## src/rtl/dmc_pkg.sv

```systemverilog
package dmc_pkg;
    typedef enum logic [1:0] {
        ST_IDLE    = 2'd0,
        ST_ROW     = 2'd1,
        ST_COL     = 2'd2,
        ST_REFRESH = 2'd3
    } dmc_state_e;

    localparam int NUM_RAS = 4;
endpackage

```

## src/rtl/dmc_addr_latch.sv

```systemverilog
module dmc_addr_latch #(
    parameter int AW = 9
) (
    input  logic            clk,
    input  logic            rst_n,
    input  logic            ads,
    input  logic [2*AW-1:0] addr_in,
    input  logic [1:0]      bank_in,
    output logic [AW-1:0]   row_q,
    output logic [AW-1:0]   col_q,
    output logic [1:0]      bank_q
);
    always_ff @(posedge clk or negedge rst_n) begin
        if (!rst_n) begin
            row_q  <= '0;
            col_q  <= '0;
            bank_q <= '0;
        end else if (ads) begin
            row_q  <= addr_in[AW-1:0];
            col_q  <= addr_in[2*AW-1:AW];
            bank_q <= bank_in;
        end
    end
endmodule

```

## src/rtl/dmc_bank_decode.sv

```systemverilog
module dmc_bank_decode
    import dmc_pkg::*;
(
    input  logic               pair_mode,
    input  logic [1:0]         bank,
    output logic [NUM_RAS-1:0] bank_en
);
    for (genvar g = 0; g < NUM_RAS; g++) begin : g_line
        always_comb begin
            if (pair_mode)
                bank_en[g] = (bank[1] == g[1]);
            else
                bank_en[g] = (bank == g[1:0]);
        end
    end
endmodule

```

## src/rtl/dmc_refresh_counter.sv

```systemverilog
module dmc_refresh_counter #(
    parameter int AW = 9
) (
    input  logic          clk,
    input  logic          rst_n,
    input  logic          clr_n,
    input  logic          inc,
    output logic [AW-1:0] cnt
);
    always_ff @(posedge clk or negedge rst_n) begin
        if (!rst_n)
            cnt <= '0;
        else if (!clr_n)
            cnt <= '0;
        else if (inc)
            cnt <= cnt + 1'b1;
    end
endmodule

```

## src/rtl/dram_mux_ctrl.sv

```systemverilog
module dram_mux_ctrl
    import dmc_pkg::*;
#(
    parameter int AW         = 9,
    parameter int REF_CYCLES = 3,
    parameter int HOLD_SHORT = 1,
    parameter int HOLD_LONG  = 2
) (
    input  logic               clk,
    input  logic               rst_n,
    input  logic               ads,
    input  logic [2*AW-1:0]    addr_in,
    input  logic [1:0]         bank_in,
    input  logic               pair_mode,
    input  logic               auto_cas,
    input  logic               long_hold,
    input  logic               ras_in_n,
    input  logic               cas_in_n,
    input  logic               wr_in_n,
    input  logic               refresh_req,
    input  logic               cnt_clr_n,
    output logic [AW-1:0]      mux_addr,
    output logic [NUM_RAS-1:0] ras_n,
    output logic               cas_n,
    output logic               we_n
);
    localparam int MAXC = (REF_CYCLES > HOLD_LONG) ? REF_CYCLES : HOLD_LONG;
    localparam int CW   = (MAXC < 2) ? 1 : $clog2(MAXC + 1);
    localparam logic [CW-1:0] REF_LAST   = CW'(REF_CYCLES - 1);
    localparam logic [CW-1:0] SHORT_LAST = CW'(HOLD_SHORT - 1);
    localparam logic [CW-1:0] LONG_LAST  = CW'(HOLD_LONG - 1);

    dmc_state_e          state, nxt;
    logic [CW-1:0]       step_cnt;
    logic                cas_ready;
    logic                pend;
    logic                go_ref;
    logic                ref_done;
    logic [CW-1:0]       hold_last;
    logic [AW-1:0]       row_q, col_q, ref_cnt;
    logic [1:0]          bank_q;
    logic [NUM_RAS-1:0]  bank_en;

    dmc_addr_latch #(.AW(AW)) u_latch (
        .clk(clk), .rst_n(rst_n), .ads(ads), .addr_in(addr_in),
        .bank_in(bank_in), .row_q(row_q), .col_q(col_q), .bank_q(bank_q)
    );

    dmc_bank_decode u_decode (
        .pair_mode(pair_mode), .bank(bank_q), .bank_en(bank_en)
    );

    dmc_refresh_counter #(.AW(AW)) u_refcnt (
        .clk(clk), .rst_n(rst_n), .clr_n(cnt_clr_n),
        .inc(ref_done), .cnt(ref_cnt)
    );

    assign hold_last = long_hold ? LONG_LAST : SHORT_LAST;
    assign we_n      = wr_in_n;

    // next-state selection
    always_comb begin
        nxt      = state;
        go_ref   = 1'b0;
        ref_done = 1'b0;
        unique case (state)
            ST_IDLE: begin
                if (!ras_in_n)
                    nxt = ST_ROW;
                else if (pend || refresh_req) begin
                    nxt    = ST_REFRESH;
                    go_ref = 1'b1;
                end
            end
            ST_ROW: begin
                if (ras_in_n)
                    nxt = ST_IDLE;
                else if (step_cnt == hold_last)
                    nxt = ST_COL;
            end
            ST_COL: begin
                if (ras_in_n)
                    nxt = ST_IDLE;
            end
            ST_REFRESH: begin
                if (step_cnt == REF_LAST) begin
                    nxt      = ST_IDLE;
                    ref_done = 1'b1;
                end
            end
            default: nxt = ST_IDLE;
        endcase
    end

    // state register and cycle counters
    always_ff @(posedge clk or negedge rst_n) begin
        if (!rst_n) begin
            state     <= ST_IDLE;
            step_cnt  <= '0;
            cas_ready <= 1'b0;
            pend      <= 1'b0;
        end else begin
            state     <= nxt;
            cas_ready <= (state == ST_COL) && (nxt == ST_COL);
            if (nxt != state)
                step_cnt <= '0;
            else if (state == ST_ROW || state == ST_REFRESH)
                step_cnt <= step_cnt + 1'b1;
            if (go_ref)
                pend <= 1'b0;
            else if (refresh_req)
                pend <= 1'b1;
        end
    end

    // output decode
    always_comb begin
        ras_n    = '1;
        cas_n    = 1'b1;
        mux_addr = row_q;
        unique case (state)
            ST_IDLE, ST_ROW: begin
                ras_n    = ras_in_n ? '1 : ~bank_en;
                mux_addr = row_q;
            end
            ST_COL: begin
                ras_n    = ras_in_n ? '1 : ~bank_en;
                mux_addr = col_q;
                if (!ras_in_n)
                    cas_n = auto_cas ? ~cas_ready : cas_in_n;
            end
            ST_REFRESH: begin
                ras_n    = '0;
                mux_addr = ref_cnt;
            end
            default: begin
                ras_n = '1;
            end
        endcase
    end
endmodule

```

## config.mk

```make
export PLATFORM = sky130hd
export DESIGN_NAME = dram_mux_ctrl
export DESIGN_NICKNAME = d
export VERILOG_FILES = /design/src/rtl/dmc_pkg.sv /design/src/rtl/dmc_addr_latch.sv /design/src/rtl/dmc_bank_decode.sv /design/src/rtl/dmc_refresh_counter.sv /design/src/rtl/dram_mux_ctrl.sv
export SDC_FILE = /design/constraint.sdc
export NUM_CORES = 1
export LEC_CHECK = 0
export BUFFER_PORTS_ARGS = -buffer_cell sky130_fd_sc_hd__buf_2
export CAP_MARGIN = 10
export CORE_ASPECT_RATIO = 1.25
export CORE_MARGIN = 2
export CORE_UTILIZATION = 56
export DETAILED_ROUTE_END_ITERATION = 8
export PLACE_DENSITY = 0.82
export SLEW_MARGIN = 5
export SYNTH_ARGS = -nofsm -noshare
export SYNTH_HDL_FRONTEND = slang
export SYNTH_SLANG_ARGS = --single-unit
```

## constraint.sdc

```tcl
create_clock -name clk -period 2.5 [get_ports clk]
set_input_delay 0.125 -clock clk [delete_from_list [all_inputs] [get_ports clk]]
set_output_delay 0.125 -clock clk [all_outputs]
set_load 0.01 [all_outputs]
```

---- Word level (Yosys, flattened, before mapping) ----
Cells that the tools add are included.
operators by class
  add/sub/neg operators ................... 2
  eq/ne operators ......................... 11
  muxes and demuxes ....................... 29
  bitwise operators ....................... 3
  reduce and logical (&&, ||, !) cells .... 9
operator list
  operator                                       count
  one-hot mux 9 bit (3 select lines)             1
  two-way mux 9 bit                              2
  two-way mux 2 bit                              8
  two-way mux 1 bit                              15
  == test 2 bit, second input constant           6
  adder 9 x 1 -> 9 bit, second input constant    1
  one-hot mux 2 bit (4 select lines)             1
  one-hot mux 4 bit (2 select lines)             1
  == test 2 x 1 -> 1 bit, second input constant  2
  zero test 2 bit                                2
  two-way mux 4 bit                              1
  inverter 4 bit                                 1
  nonzero test 2 bit                             2
  OR reduction 3 bit                             1
  adder 2 x 1 -> 2 bit, second input constant    1
  == test 2 x 1 -> 1 bit                         1
  logical OR 1 bit                               2
  != test 2 x 1 -> 1 bit, second input constant  1
  != test 2 bit                                  1
  inverter 1 bit                                 2
  OR reduction 2 bit                             1
  logical AND 1 bit                              1
storage, ports and cells
  flip-flop bits (word level) ............. 35
  input bits .............................. 31
  output and inout port bits .............. 15
  logic and storage cells ................. 62

---- Logic depth before layout (Yosys ltp) ----
Gate-level depths: netlist (run 1).
  depth after elaboration ................. 7
  gate-level depth with buffers ........... 5
  depth with buffers taken out ............ 5

---- Cells and area by module ----
A second synthesis (run 1) with hierarchy kept.
second synthesis, totals
  cell total of the unflattened synthesis .. 176
  area total of the unflattened synthesis .. 1943.1 um^2
modules (own cells, without submodules)
  module               times used  cells each  area each (um^2)  seq. area each (um^2)
  dmc_addr_latch       1           42          823.3             500.5
  dram_mux_ctrl        1           79          598.1             150.1
  dmc_refresh_counter  1           49          488.0             225.2
  dmc_bank_decode      1           6           33.8              0.0

---- Worst setup path before layout (run 1) ----
No wires, ideal clock.
  path type ............................... reg2reg
  from .................................... register step_cnt[0]
  to ...................................... register u_refcnt.cnt[8]
  library setup time ...................... 0.078 ns
  arrival ................................. 1.433 ns
  required time ........................... 2.422 ns
  path slack .............................. 0.990 ns
  cell stages (with the launch flop) ...... 6
  path buffers ............................ 0
  clock period less this slack ............ 1.510 ns
  path through ............................ dfrtp_1 -> inv_1 -> ha_1 -> nand4_1 -> or4_1 -> a21boi_1
on the way
  cells in the longest elaborated chain, start to end .. 4
ends and longest elaborated chain
  item                                     line                       RTL
  from (decl)                              dram_mux_ctrl.sv:34        logic [CW-1:0] step_cnt;
  from (signal assigned)                   dram_mux_ctrl.sv:108       step_cnt <= step_cnt + 1'b1;
  == test 2 bit                            dram_mux_ctrl.sv:86        if (step_cnt == REF_LAST) begin
  two-way mux 1 bit                        dram_mux_ctrl.sv:86
  two-way mux 1 bit                        dram_mux_ctrl.sv:66        unique case (state)
  != test 2 x 1 -> 1 bit (no source line)  n/a
  to (signal assigned)                     dmc_refresh_counter.sv:16  cnt <= cnt + 1'b1;
  to (decl)                                dmc_refresh_counter.sv:8   output logic [AW-1:0] cnt
Every way passes these cells.
A chain may end at the register's enable or synchronous reset.

---- Worst setup path in the final report (run 1) ----
  from .................................... register state[1]
  to ...................................... output port cas_n
on the way
  cells in the longest elaborated chain, start to end .. 2
ends and longest elaborated chain
  item                    line                  RTL
  from (decl)             dram_mux_ctrl.sv:33   dmc_state_e state, nxt;
  from (signal assigned)  dram_mux_ctrl.sv:103  state <= nxt;
  == test 2 bit           dram_mux_ctrl.sv:121  unique case (state)
  two-way mux 1 bit       dram_mux_ctrl.sv:121
  to (decl)               dram_mux_ctrl.sv:24   output logic cas_n,
Every way passes these cells.

==> results.cfg, run 1 <==
[grt]
pin_count_of_the_biggest_net_entering_global_routing = 36
grt_antenna_before_repair = 0
gr-total-overflow = 0
first_pass_grt_wire_length_um = 6410
gr_util_all_layers_pct = 24.9
first_global_vias = 1441

[min_path]
min_path_type = input port to flip-flop

[pwr]
switching_share_pct = 37.0
power_report.internal_total_uw = 1160
pwr_density_cell_nw_per_um2 = 866
combPwrFrac_pct = 37.3
pleak_uw = 0.000982
clock_power_share_pct = 21.5
vdd_drop_max_uv = 564
seq_power_share_pct = 41.2
power_switching_uw = 683

[final_layout]
seqCellArea_um2 = 876
antennaDiodeCount = 0
final_common_cell = buf_2
layout-drive-gt1-share_pct = 30.8
multiInputGateArea_um2 = 870
nNetsFinal = 240
syn_to_final_growth_pct = 18.4
layout_common_cells = 43 x buf_2, 35 x dfrtp_1, 13 x a21oi_1
fill_cells = 243

[timing]
relSlewSlack_pct = 49.7
setup_viol = 0
max_slew.worst_pin.slew_ps = 754
fin_crit_share_pct = 71.0
number_of_max_slew_violations_in_the_final_report = 0
post-route-min-period_ps = 1770
setup-tns-final_ps = 0
unrepaired_setup_endpoints_after_global_routing = false
fin_worst_skew_ps = 6.95
hold_viol_final = 0
timing.final.ws_setup_ps = 726
fmaxAchievable_mhz = 564

[route]
route.detailed.wl_per_inst_um = 15.7
postRouteAntennaNets = 0
drcViolationCount = 0
detail_route.first_pass.iterations = 4
avgViaCountPerCell = 5.78
routed-via-count = 1415
initialDrtViolationCount = 49
total_routed_length_um = 3850

[placement]
gpl.final_weighted_congestion = 0.755
dpl_worst_slack_ps = 787
post-dp-hpwl_um = 2870
port_buffers = 43

[cts]
insertion_delay_ps = 290
postCtsSetupRepairBufs = 0
cts_root_buf = clkbuf_8
cts_tree = done
cts.clk_slew.worst_paths_ps = 70
number_of_buffers_inserted_during_clock_tree_synthesis = 5
cts_max_path_bufs = 2
post_cts_resized = 0
cts_htree_levels = 2
cts.sinks = 35

[run_status]
status = completed

[synthesis]
synth_edf_count = 0
netlist.area_leader.share_pct = 48.6
synth-seq-area-share_pct = 48.6
syn_inst = 162
synth_top_flop_cell = dfrtp_1
post_synth_instance_area_um2 = 1800
ys_types = 40
syn_area_per_cell_um2 = 11.1
asyncSetResetFlopFracSynth_pct = 100
top_post_synthesis_cells_by_area = dfrtp_1 49%, mux2_1 7.5%, mux2i_1 5.6%
synthesis.nets = 195
synth_top_cell_by_area = dfrtp_1
synth.ff_latch_count = 35
yosysWarnings = 0

[floorplanning]
row_count = 23
die_w_um = 54.7
core-area_um2 = 3140
fp.dieArea_um2 = 3690
initial_utilization_pct = 57.4
io_pins = 46
die_y_um = 67.4

[setup_path]
timing.critical_path.arrival_ps = 1650
worst-endpoint-required_ps = 2380
criticalPathCategory = flip-flop to primary output
crit_path_end_kind = primary output
setup.worst_path.start_class = flip-flop
maximum_fanout_count_along_the_critical_path = 18

[run]
drv_cap = 0
Yosys cell counts (all sizes together) (3+ instances only):
master and n:
or4 4, nor2 12, a21boi 6, mux2i 10, and2 4, dfrtp 35
nor2b 3, nand2b 3, buf 6, inv 4, o31ai 6, a21oi 13
o21ai 3, nand2 6, mux2 20, nand4 3
layout make-up:
cell class / instances / share of cell area (%)
flip-flops and latches: 35 / 41.1
repair buffers: 46 / 11.3
inverters: 4 / 0.704
clock buffers: 6 / 3.40
clock inverters: 2 / 0.587
well taps: 37 / 2.17
multi-input cells: 115 / 40.8
worst max-delay path: stages (launching register included):
cell and delay (ps):
dfrtp_1 670, nor2b_1 280, and2_1 220, nand2_1 60, buf_2 130
timing repair:
action                                 4_1_cts  5_1_grt
setup endpoints to repair                    0        0
endpoints found under the hold margin       35        0
hold buffers                                 1        0
power groups by stage:
stage	logic, µW	clock network [µW]	registers [µW]
2_1_floorplan	531	0	694
3_3_place_gp	660	0	757
3_5_place_dp	690	0	769
4_1_cts	696	405	757
5_1_grt	770	429	774
6_report	688	398	760
cell families (layout without fill, tap and decap cells):
group                      count (synthesis)  count (layout)  share of synthesized area, %
AOI/OAI and AO/OA                         38              38                          14.0
xor gates and xnor gates                   3               3                          1.46
adders and majority gates                  2               2                          1.39
buffers and inverters                     12              58                          3.06
DFF                                       35              35                          48.6
muxes                                     30              30                          18.1
and+or+nand+nor                           42              42                          13.4
registers in the layout, summed over array words and instances, names as in the netlist:
name / cells
step_cnt: 2
u_refcnt.cnt: 9
state: 2
u_latch.bank_q: 2
pend: 1
u_latch.row_q: 9
u_latch.col_q: 9
cas_ready: 1
stage by stage:
stage,cells,area [µm²],total power [µW],utilization (%),hold WS [ps]
floorplan,162,1800,1230,-,-171
global placement,236,2040,1420,64.9,229
detailed placement,236,2040,1460,64.9,238
CTS,245,2130,1860,68.0,47.2
global route,245,2130,1970,68.0,43.6
finish,245,2130,1850,68.0,51.6
layer usage:
metal | global-route usage [%] | share of wire (%)
met3 | 6.64 | 4.1
met2 | 43.0 | 56
met5 | 0 | 0
met4 | 12.2 | 2.4
met1 | 27.2 | 37
final timing paths:
check                                  from               end  slack [ps]  cells after the start
setup / recovery                   state[1]             cas_n         730                      4
hold / removal                  addr_in[13]  u_latch.col_q[4]          50                      2
setup reg to reg                step_cnt[0]   u_refcnt.cnt[8]         760                      5
hold reg to reg            u_latch.col_q[0]  u_latch.col_q[0]         480                      1
max in group asynchronous             rst_n  u_latch.row_q[8]        1580                      2
min in group asynchronous             rst_n          state[1]         440                      2
Power figures use the tool's default switching activity.
==> run 2, diff against run 1 <==
--- a/config.mk
+++ b/config.mk
@@ -5,13 +5,14 @@
 export SDC_FILE = /design/constraint.sdc
 export NUM_CORES = 1
 export LEC_CHECK = 0
+export ABC_AREA = 1
 export BUFFER_PORTS_ARGS = -buffer_cell sky130_fd_sc_hd__buf_2
 export CAP_MARGIN = 10
 export CORE_ASPECT_RATIO = 1.25
 export CORE_MARGIN = 2
-export CORE_UTILIZATION = 56
+export CORE_UTILIZATION = 52
 export DETAILED_ROUTE_END_ITERATION = 8
-export PLACE_DENSITY = 0.82
+export PLACE_DENSITY = 0.76
 export SLEW_MARGIN = 5
 export SYNTH_ARGS = -nofsm -noshare
 export SYNTH_HDL_FRONTEND = slang
==> constraint.sdc (replaced) <==
create_clock -name clk -period 1.85 [get_ports clk]
set_input_delay 0.0925 -clock clk [delete_from_list [all_inputs] [get_ports clk]]
set_output_delay 0.0925 -clock clk [all_outputs]
set_load 0.01 [all_outputs]
==> run 2 against run 1 <==
Effect of this change:
- final area grew 0.65%
- sequential cell count is the same
- critical endpoint is now mux_addr[8]
- via count grew 9.0%
- critical path type unchanged
- register-to-register slack lost 330 ps
- clock power grew 33%
==> results.cfg, run 2 <==
[run_status]
status = completed

[final_layout]
fin_util_pct = 62.7
antennaDiodeCount = 0
leading_registers_by_flop_count = u_latch.col_q: 9 flops, u_latch.row_q: 9 flops, u_refcnt.cnt: 9 flops
syn_to_final_growth_pct = 18.4
layout_common_cells = 49 x nand2_1, 43 x buf_2, 36 x inv_1
nNetsFinal = 291
final_common_cell = nand2_1
layout-drive-gt1-share_pct = 26.6

[setup_path]
setup.worst_path.start_class = flip-flop
crit_path_end_kind = primary output
criticalPathCategory = flip-flop to primary output
critical_path.cell_chain = inv_1 > nor2_2 > nand2_1 > o221ai_1 > buf_2
timing.critical_path.arrival_ps = 1540
maximum_fanout_count_along_the_critical_path = 9
crit_slowest_cell = dfrtp_1
slowest_stage_delay_cp_ps = 450
worst-endpoint-required_ps = 1760

[route]
detail_route.first_pass.iterations = 4
route.met3.wl_um = 208
postRouteAntennaNets = 0
total_routed_length_um = 3900
initialDrtViolationCount = 79
route.met2.wl_um = 1910
route.detailed.wl_per_inst_um = 13.1
m1WireLength_um = 1650
dr.max_layer_used = met4
routed-via-count = 1542
drcViolationCount = 0
avgViaCountPerCell = 5.17

[placement]
post-dp-hpwl_um = 2850
port_buffers = 43
gpl.final_weighted_congestion = 0.818
dpl_worst_slack_ps = 440

[synthesis]
synth.ff_latch_count = 35
synth_top_cell_by_area = dfrtp_1
post_synth_instance_area_um2 = 1810
synth_top_flop_cell = dfrtp_1
synth_commonest_cells = 49 x nand2_1, 36 x inv_1, 35 x dfrtp_1
top_post_synthesis_cells_by_area = dfrtp_1 48%, nand2_1 10%, inv_1 7.5%
syn_area_per_cell_um2 = 8.55
ys_types = 29
netlist.area_leader.share_pct = 48.3
asyncSetResetFlopFracSynth_pct = 100
syn_inst = 212
synthesis.nets = 245
synth-seq-area-share_pct = 48.3
yosysMostFrequentCell = nand2_1
yosysWarnings = 0
synth_edf_count = 0

[timing]
number_of_max_slew_violations_in_the_final_report = 0
fmaxAchievable_mhz = 613
fin_crit_share_pct = 88.1
post-route-min-period_ps = 1630
setup_viol = 0
relSlewSlack_pct = 48.1
fin_worst_skew_ps = 7.71
setup-tns-final_ps = 0
max_slew.worst_pin.slew_ps = 778
hold-worst-slack_ps = 6.28
unrepaired_setup_endpoints_after_global_routing = false
hold_viol_final = 0
timing.final.ws_setup_ps = 220

[floorplanning]
core-area_um2 = 3420
die_y_um = 70.0
fp.dieArea_um2 = 3980
die_w_um = 56.8
row_count = 24
io_pins = 46
initial_utilization_pct = 53.0

[pwr]
pleak_uw = 0.00110
vdd_drop_max_uv = 728
pwr_density_cell_nw_per_um2 = 1110
finalPower_uw = 2380

[grt]
gr_util_all_layers_pct = 21.2
pin_count_of_the_biggest_net_entering_global_routing = 36
first_global_vias = 1456
first_pass_grt_wire_length_um = 6350
grt_antenna_before_repair = 0
gr-total-overflow = 0

[cts]
cts_htree_levels = 2
cts.sinks = 35
number_of_buffers_inserted_during_clock_tree_synthesis = 5
cts_max_path_bufs = 2
cts.clk_slew.worst_paths_ps = 70
insertion_delay_ps = 290
cts_tree = done
cts_root_buf = clkbuf_8

[min_path]
min_path_type = input port to flip-flop

[run]
drv_cap = 0
## run 2: area by class of cell
cell class                      count  area [µm²]
Timing Repair Buffer               47         253
Clock inverter                      1        5.00
Multi-Input combinational cell    132         746
Fill cell                         320        1280
Sequential cell                    35         876
Inverter                           37         141
Clock buffer                        7        76.3
Tap cell                           39        48.8
## run 2: cells by family after synthesis
kind of cell | after synthesis | synth area share, %
XOR/XNOR | 1 | 0.483
adder cells (fa/ha/maj) | 2 | 1.38
multiplexers | 9 | 5.59
buffers and inverters | 45 | 10.6
AO/OA/AOI/OAI | 34 | 11.9
AND/OR/NAND/NOR | 86 | 21.7
flip-flops | 35 | 48.3
## run 2: worst paths after layout
check | from | end | slack, ps | depth (start not counted)
worst min register to register | u_latch.col_q[2] | u_latch.col_q[2] | 510 | 1
worst max-delay path | state[1] | mux_addr[8] | 220 | 5
worst min-delay path | addr_in[2] | u_latch.row_q[2] | 6 | 3
worst max register to register | step_cnt[0] | step_cnt[0] | 430 | 10
min in group asynchronous | rst_n | step_cnt[1] | 410 | 2
max in group asynchronous | rst_n | u_latch.col_q[2] | 940 | 2
## run 2: repair_timing
| item | 4_1_cts | 5_1_grt |
|---|---|---|
| gates resized for setup | 0 | 0 |
| setup buffers | 0 | 0 |
| hold buffers | 3 | 0 |
| endpoints found under the hold margin | 37 | 0 |
## run 2: through the flow
step           instances  area (µm²)
3_3_place_gp         287        2030
2_1_floorplan        212        1810
5_1_grt              298        2150
6_report             298        2150
3_5_place_dp         287        2030
4_1_cts              298        2150
## run 2: where the power goes
part | switching, µW | internal, µW
Clock | 264 | 264
Sequential | 91.5 | 875
Combinational | 545 | 342
## run 2: per-layer routing
| metal | vias to the layer above | global-route usage [%] |
|---|---|---|
| met5 | - | 0 |
| met4 | 0 | 10.9 |
| met3 | 10 | 5.93 |
| met2 | 47 | 35.1 |
| met1 | 700 | 24.7 |
| li1 | 785 | - |
## run 2: worst max-delay path: cells and delay by family, from the launching register on
family | cells | cell delay [ps]
DFF | 1 | 450
and+or+nand+nor | 2 | 420
buffers and inverters | 2 | 290
AOI/OAI and AO/OA | 1 | 90
==> run 3, diff against run 2 <==
--- a/config.mk
+++ b/config.mk
@@ -5,14 +5,13 @@
 export SDC_FILE = /design/constraint.sdc
 export NUM_CORES = 1
 export LEC_CHECK = 0
-export ABC_AREA = 1
 export BUFFER_PORTS_ARGS = -buffer_cell sky130_fd_sc_hd__buf_2
 export CAP_MARGIN = 10
 export CORE_ASPECT_RATIO = 1.25
 export CORE_MARGIN = 2
 export CORE_UTILIZATION = 52
 export DETAILED_ROUTE_END_ITERATION = 8
-export PLACE_DENSITY = 0.76
+export PLACE_DENSITY = 0.77
 export SLEW_MARGIN = 5
 export SYNTH_ARGS = -nofsm -noshare
 export SYNTH_HDL_FRONTEND = slang
==> run 3 against run 2 <==
Effect of this change:
- highest routed layer unchanged
- clock skew decreased by 3.4 ps
- largest cell class unchanged
- sequential cell count unchanged
- die area decreased by 0.65%
- global-route usage increased by 0.96 points
- power increased by 15%
==> results.cfg, run 3 (same netlist as run 1, synthesis figures left out) <==
[pwr]
power_switching_uw = 951
seq_power_share_pct = 36.0
switching_share_pct = 34.6
pwr_density_cell_nw_per_um2 = 1250
combPwrFrac_pct = 38.2
finalPower_uw = 2750
power_report.internal_total_uw = 1800
vdd_drop_max_uv = 920
pleak_uw = 0.00102
clock_power_share_pct = 25.8

[timing]
fin_worst_skew_ps = 4.30
relSlewSlack_pct = 48.0
number_of_max_slew_violations_in_the_final_report = 0
unrepaired_setup_endpoints_after_global_routing = false
fmaxAchievable_mhz = 582
max_slew.worst_pin.slew_ps = 780
post-route-min-period_ps = 1720
fin_crit_share_pct = 92.9
setup-tns-final_ps = 0
hold_viol_final = 0
setup_viol = 0

[grt]
gr_util_all_layers_pct = 22.1
first_pass_grt_wire_length_um = 6780
pin_count_of_the_biggest_net_entering_global_routing = 36
grt_antenna_before_repair = 0
first_global_vias = 1543
gr-total-overflow = 0

[floorplanning]
io_pins = 46
core-area_um2 = 3250
initial_utilization_pct = 55.4
die_w_um = 56.6
row_count = 23
fp.dieArea_um2 = 3950
die_y_um = 69.8

[route]
drcViolationCount = 0
routed-via-count = 1420
route.met2.wl_um = 1970
route.detailed.wl_per_inst_um = 15.5
postRouteAntennaNets = 0
m1WireLength_um = 1610
route.met3.wl_um = 187
dr.max_layer_used = met4
detail_route.first_pass.iterations = 4
avgViaCountPerCell = 5.73
initialDrtViolationCount = 32
total_routed_length_um = 3860

[run]
drv_cap = 0

[cts]
cts_htree_levels = 2
number_of_buffers_inserted_during_clock_tree_synthesis = 5
cts.clk_slew.worst_paths_ps = 70
insertion_delay_ps = 290
cts_max_path_bufs = 2
cts_tree = done
cts_root_buf = clkbuf_8
cts.sinks = 35

[final_layout]
post-route-cell-area_um2 = 2190
leading_registers_by_flop_count = u_latch.col_q: 9 flops, u_latch.row_q: 9 flops, u_refcnt.cnt: 9 flops
layout-drive-gt1-share_pct = 32.7
final_common_cell = buf_2
fill_cells = 267
nNetsFinal = 243
layout_common_cells = 43 x buf_2, 34 x dfrtp_1, 13 x a21oi_1
syn_to_final_growth_pct = 21.8
antennaDiodeCount = 0

[setup_path]
criticalPathCategory = flip-flop to primary output
crit_path_end_kind = primary output
regToRegStartpoint = step_cnt[0]
worst-endpoint-required_ps = 1760
reg2reg_setup_slack_ps = 140
setup.worst_path.start_class = flip-flop
timing.critical_path.arrival_ps = 1630
r2r_end = u_refcnt.cnt[3]
worstRegToRegCells = 5
maximum_fanout_count_along_the_critical_path = 11

[min_path]
hold_depth = 2
hold_path_startpoint = addr_in[11]
worstHoldEndpoint = u_latch.col_q[2]
min_path_type = input port to flip-flop

[placement]
post-dp-hpwl_um = 2910
port_buffers = 43
gpl.final_weighted_congestion = 0.820
dpl_cell_area_um2 = 2040

[run_status]
status = completed
==> run 3: how the worst max path moves through the flow <==
stage | from | end | slack, ps | cells past startpoint
2_1_floorplan | step_cnt[0] | u_refcnt.cnt[8] | 340 | 5
3_3_place_gp | step_cnt[0] | u_refcnt.cnt[5] | 260 | 5
3_5_place_dp | step_cnt[0] | u_refcnt.cnt[5] | 160 | 5
4_1_cts | state[1] | cas_n | 70 | 5
5_1_grt | step_cnt[0] | u_refcnt.cnt[5] | 20 | 5
6_report | state[0] | mux_addr[6] | 130 | 4
==> run 3: layout make-up <==
| type | count | area, µm² | share of cell area [%] |
|---|---|---|---|
| well taps | 37 | 46.3 | 2.11 |
| clock inverters | 2 | 35.0 | 1.60 |
| multi-input cells | 115 | 870 | 39.7 |
| flip-flops and latches | 35 | 877 | 40.0 |
| inverters | 4 | 15.0 | 0.685 |
| clock buffers | 6 | 82.6 | 3.77 |
| repair buffers | 49 | 267 | 12.2 |
==> run 3: routing by layer <==
layer,global-route usage [%],up-vias
met3,5.97,11
li1,-,691
met2,38.0,42
met1,24.7,676
met4,11.1,0
met5,0,-
==> run 3: critical path, stage by stage (launching register included) <==
cell and delay (ps):
dfrtp_1 560, buf_4 270, mux2i_1 250, a21oi_1 100, buf_2 150
==> run 3: timing repair <==
action | in CTS | in global routing
buffers inserted | 0 | 3
pin swaps | 0 | 0
hold endpoints to repair | 35 | 0
endpoints found under the setup margin | 1 | 1
gates resized for setup | 1 | 1
hold buffers | 1 | 0
==> run 3: power groups by stage <==
stage	sequential, µW	combinational (µW)	clock [µW]
after global placement	1010	917	0
after global routing	1000	1160	756
after detailed placement	1020	956	0
after CTS	1010	970	720
after floorplan	938	718	0
final	990	1050	709
==> run 3: through the flow <==
| stage | setup WS (ps) | hold slack (ps) | instances | util [%] |
|---|---|---|---|---|
| 6_report | 132 | 16.4 | 248 | 67.4 |
| 5_1_grt | 24.4 | 3.49 | 248 | 67.4 |
| 4_1_cts | 72.4 | 13.0 | 245 | 66.6 |
| 3_5_place_dp | 160 | 185 | 236 | 62.6 |
| 3_3_place_gp | 264 | 185 | 236 | 62.6 |
| 2_1_floorplan | 340 | -203 | 162 | - |
